**src/rtl/tw_shifter.sv**
```systemverilog
module tw_shifter (
  input  logic       clk,
  input  logic       rst_n,
  input  logic       reg_wr,
  input  logic [1:0] reg_addr,
  input  logic [7:0] reg_wdata,
  output logic [7:0] reg_rdata,
  input  logic       sda_i,
  input  logic       scl_i,
  output logic       sda_pull_low,
  output logic       scl_hold,
  output logic       irq_start,
  output logic       irq_ovf
);

  logic [1:0] sda_sy, scl_sy;
  logic       sda_q, scl_q;
  logic       start_ie, ovf_ie, clk_en, out_en;
  logic [1:0] mode;
  logic       start_f, ovf_f, stop_f;
  logic [3:0] cnt;
  logic [7:0] dr;
  logic       pend_start, pend_stop;

  wire sda_s   = sda_sy[1];
  wire scl_s   = scl_sy[1];
  wire tw_on   = mode[1];
  wire clk_on  = tw_on & clk_en;
  wire scl_edg = clk_on & (scl_s ^ scl_q);
  wire scl_ris = clk_on & scl_s & ~scl_q;
  wire ctl_wr  = reg_wr & (reg_addr == 2'd0);
  wire st_wr   = reg_wr & (reg_addr == 2'd1);
  wire dr_wr   = reg_wr & (reg_addr == 2'd2);

  wire start_set = pend_start & scl_s;
  wire stop_set  = pend_stop & scl_s;
  wire ovf_set   = scl_edg & (cnt == 4'hF);

  always_ff @(posedge clk or negedge rst_n) begin
    if (!rst_n) begin
      sda_sy <= 2'b11;
      scl_sy <= 2'b11;
      sda_q  <= 1'b1;
      scl_q  <= 1'b1;
      pend_start <= 1'b0;
      pend_stop  <= 1'b0;
    end else begin
      sda_sy <= {sda_sy[0], sda_i};
      scl_sy <= {scl_sy[0], scl_i};
      sda_q  <= sda_s;
      scl_q  <= scl_s;
      pend_start <= tw_on & sda_q & ~sda_s;
      pend_stop  <= tw_on & ~sda_q & sda_s;
    end
  end

  always_ff @(posedge clk or negedge rst_n) begin
    if (!rst_n) begin
      {start_ie, ovf_ie, mode, clk_en, out_en} <= '0;
      start_f <= 1'b0;
      ovf_f   <= 1'b0;
      stop_f  <= 1'b0;
      cnt     <= '0;
      dr      <= '0;
    end else begin
      if (ctl_wr) begin
        start_ie <= reg_wdata[7];
        ovf_ie   <= reg_wdata[6];
        mode     <= reg_wdata[5:4];
        clk_en   <= reg_wdata[3];
        out_en   <= reg_wdata[0];
      end
      start_f <= start_set | (start_f & ~(st_wr & reg_wdata[7]));
      ovf_f   <= ovf_set   | (ovf_f   & ~(st_wr & reg_wdata[6]));
      stop_f  <= stop_set  | (stop_f  & ~(st_wr & reg_wdata[5]));
      if (st_wr)        cnt <= reg_wdata[3:0];
      else if (scl_edg) cnt <= cnt + 4'd1;
      if (dr_wr)        dr <= reg_wdata;
      else if (scl_ris) dr <= {dr[6:0], sda_s};
    end
  end

  always_comb begin
    case (reg_addr)
      2'd0:    reg_rdata = {start_ie, ovf_ie, mode, clk_en, 2'b00, out_en};
      2'd1:    reg_rdata = {start_f, ovf_f, stop_f, 1'b0, cnt};
      2'd2:    reg_rdata = dr;
      default: reg_rdata = 8'h00;
    endcase
  end

  assign sda_pull_low = tw_on & out_en & ~dr[7];
  assign scl_hold     = (mode == 2'd3) & (start_f | ovf_f);
  assign irq_start    = start_f & start_ie;
  assign irq_ovf      = ovf_f & ovf_ie;

  a_r3_count_step: assert property (@(posedge clk) disable iff (!rst_n)
    !st_wr |=> (cnt == $past(cnt) || cnt == $past(cnt) + 4'd1));

  a_r3_ovf_on_wrap: assert property (@(posedge clk) disable iff (!rst_n)
    (!st_wr && cnt == 4'hF) |=> (cnt == 4'hF || ovf_f));

  a_r5_start_needs_scl: assert property (@(posedge clk) disable iff (!rst_n)
    $rose(start_f) |-> $past(scl_s));

  a_r6_stop_no_irq: assert property (@(posedge clk) disable iff (!rst_n)
    $rose(stop_f) |-> !$rose(irq_start));

  a_r8_ovf_clear: assert property (@(posedge clk) disable iff (!rst_n)
    (st_wr && reg_wdata[6] && !scl_edg) |=> !ovf_f);

  a_r11_idle_mode: assert property (@(posedge clk) disable iff (!rst_n)
    (!tw_on && !st_wr && !dr_wr) |=> ($stable(cnt) && $stable(dr)));

endmodule

```
**config.mk**
```make
export PLATFORM = sky130hd
export DESIGN_NAME = tw_shifter
export DESIGN_NICKNAME = d
export VERILOG_FILES = /design/src/rtl/tw_shifter.sv
export SDC_FILE = /design/constraint.sdc
export NUM_CORES = 1
export LEC_CHECK = 0
export BUFFER_PORTS_ARGS = -buffer_cell sky130_fd_sc_hd__buf_2
export CORE_MARGIN = 2
export CORE_UTILIZATION = 53
export DETAILED_ROUTE_END_ITERATION = 16
export PLACE_DENSITY = 0.82
export SLEW_MARGIN = 20
export SYNTH_ARGS = -nofsm -noshare
export SYNTH_HDL_FRONTEND = slang
export SYNTH_SLANG_ARGS = --single-unit
```
**constraint.sdc**
```tcl
create_clock -name clk -period 2 [get_ports clk]
set_input_delay 0.1 -clock clk [delete_from_list [all_inputs] [get_ports clk]]
set_output_delay 0.1 -clock clk [all_outputs]
set_load 0.01 [all_outputs]
```
==> flow_summary.yaml <==
run_status:
  outcome: "finished, final reports clean"
finish:
  final_core_util: 0.654
  num_antenna_cells: 0
  fin_cells: 188
  drive_gt1_frac: 0.310
  nets: 174
  area_growth_pct: 16.8
  final_cell_area_mm2: 0.00162
synthesis:
  synth-edff-count: 0
  ys_ff_latch: 29
  synth-main-ff-cell: "dfrtp_1"
  synth_commonest_cells: "dfrtp_1 (23), mux2i_1 (14), nor2_1 (13), nand2_1 (12), a21oi_1 (8)"
  synth_top_area_share: 0.415
  synth_top_area_cell: "dfrtp_1"
  synth_area_mm2: 0.00139
  synth-warning-count: 0
  synthArstFlopShare: 1.00
  synth.top_cells.by_area: "dfrtp_1 (41%), dfstp_2 (11%), mux2i_1 (10%)"
  synth_cell_type_count: 29
  synth.most_common_cell: "dfrtp_1"
  avgSynthCellArea_um2: 10.9
  yosysSeqAreaShare: 0.528
  synthCells: 127
  synth_nets: 143
place:
  gp_congestion: 0.880
  portBuffers: 26
  placement.cell_area_mm2: 0.00153
  post-dp-hpwl_mm: 2.12
  placed_cells: 177
floorplan:
  die-width_um: 55.2
  pin_count: 27
  die_area_mm2: 0.00304
  core_mm2: 0.00248
  start_util: 0.560
  die_h_um: 55.2
  rows: 18
worst_setup_path:
  crit_family: "flip-flops"
  cpPeakStageDelay_ns: 0.58
  path_cells: "xnor2_1 -> or4_1 -> a31oi_1"
  path_class: "flip-flop to flip-flop"
  path_buf_inv: 0
  critPathMaxFanout: 9
  cp-start-kind: "flip-flop"
  cp.required_ns: 2.26
  cp_slowest_cell: "dfstp_2"
  cp-end-kind: "flip-flop"
  worstPathArrival_ns: 1.81
cts:
  post_cts_buffers: 0
  cts_tree: "built"
  htreeDepth: 2
  clockBufferDepth: 2
  clock-root-buffer: "clkbuf_4"
  clock_latency_ns: 0.34
  clk_pin_slew_ns: 0.08
  cts_buffers: 5
  numClockSinks: 29
global_route:
  antenna_found_initial: 0
  grt_use_total: 0.228
  grt_pass1_vias: 978
  grt_overflow: 0
  grt_max_degree: 30
  grt_first_pass_wirelength_mm: 4.53
sta:
  tightestPinTransition_ns: 0.647
  setup_viol: 0
  finClkSkew_ns: 0.0194
  slew_headroom: 0.568
  holdWs_ns: 0.00851
  rsz0062_at_grt: "false"
  slew_viol_final: 0
  setup_tns_ns: 0
  max_freq_mhz: 646
  finalCriticalPeriod_ns: 1.55
  fin_crit_sh: 0.774
  finalHoldViolCount: 0
drt:
  num_vias: 1100
  wl_per_cell_um: 16.1
  drt_iter0_drc: 39
  vias_per_cell: 5.85
  first_pass_iters: 6
  drcViolationCount: 0
  drtAntennaViolNets: 0
  wl_mm: 3.04
pwr:
  ir_worst_vdd_uv: 654
  power_density_mw_per_mm2: 941
  cellLeakagePower_uw: 0.000793
flow_run:
  cap_viol_max_count: 0
min_path:
  min_path_type: "input port to flip-flop"
[flip-flops by register name (all words and copies together) (netlist names), 2 cells and up]
register  flops
sda_sy        2
dr            8
scl_sy        2
mode          2
cnt           4
[power breakdown]
group	switching (uW)	internal [uW]	leakage, uW
clock network	194	129	0.0000281
registers	125	712	0.000332
logic	174	190	0.000433
total	494	1030	0.000793
[placed cells by master, fill, tap and decap left out, drive strengths merged]
cell         Yosys  routed
buf              2      27
dfrtp           23      23
mux2i           14      14
nor2            13      13
nand2           12      12
a21oi            8       8
o21ai            6       6
mux2             6       6
dfstp            6       6
clkbuf           5       6
nand3            4       4
dlygate4sd3      0       4
a22o             4       4
and3b            3       3
nor2b            2       2
and2             2       2
nand3b           2       2
o211ai           2       2
or4              2       2
a31oi            2       2
xnor2            1       1
a32o             1       1
o211a            1       1
nor3b            1       1
or4b             1       1
o31ai            1       1
nand4b           1       1
or3              1       1
ha               1       1
clkinv           0       1
[kinds of logic (layout without fill, tap and decap cells)]
group | count (synthesis) | after routing | synth area share
buffers and inverters | 7 | 38 | 0.0207
XOR/XNOR | 1 | 1 | 0.00631
adder cells (fa/ha/maj) | 1 | 1 | 0.00902
multiplexers | 20 | 20 | 0.150
AND/OR/NAND/NOR | 44 | 44 | 0.169
AO/OA/AOI/OAI | 25 | 25 | 0.117
flip-flops | 29 | 29 | 0.528
[timing repair]
action,in CTS,in global routing
hold buffers,4,0
endpoints found under the setup margin,0,0
endpoints found under the hold margin,26,0
gates resized for setup,0,0
[routing by layer]
layer	share of wire	vias up	global-route usage	wire, um
li1	-	518	-	-
met1	0.44	547	0.279	1330
met2	0.49	30	0.359	1490
met3	0.054	5	0.0565	164
met4	0.017	0	0.146	52
met5	0	-	0	0
[path summary, 6_finish.rpt]
check | start | end | slack (ns) | depth (start not counted)
max | scl_sy[1] | cnt[3] | 0.45 | 3
min | reg_wdata[1] | cnt[1] | 0.009 | 3
max reg2reg | scl_sy[1] | cnt[3] | 0.45 | 3
min reg2reg | scl_sy[0] | scl_sy[1] | 0.36 | 0
max in group asynchronous | rst_n | pend_start | 1.26 | 2
min in group asynchronous | rst_n | dr[4] | 0.31 | 2
[area by class of cell]
cell class,count,area [um2]
clock inverter,1,5.00
clock buffer,6,41.3
multi-input combinational,91,626
fill,203,857
timing repair buffer,31,178
sequential,29,733
tap,30,37.5
[metrics by stage]
step,setup WS (ns),power (uW)
2_1_floorplan,0.554,1050
3_3_place_gp,0.495,1180
3_5_place_dp,0.465,1210
4_1_cts,0.445,1530
5_1_grt,0.358,1620
6_report,0.451,1520
[worst reg2reg max path, stage by stage, from the launching register on]
cell	delay, ns
dfstp_2	0.58
xnor2_1	0.19
or4_1	0.54
a31oi_1	0.17
(Power assumes the default switching activity.)
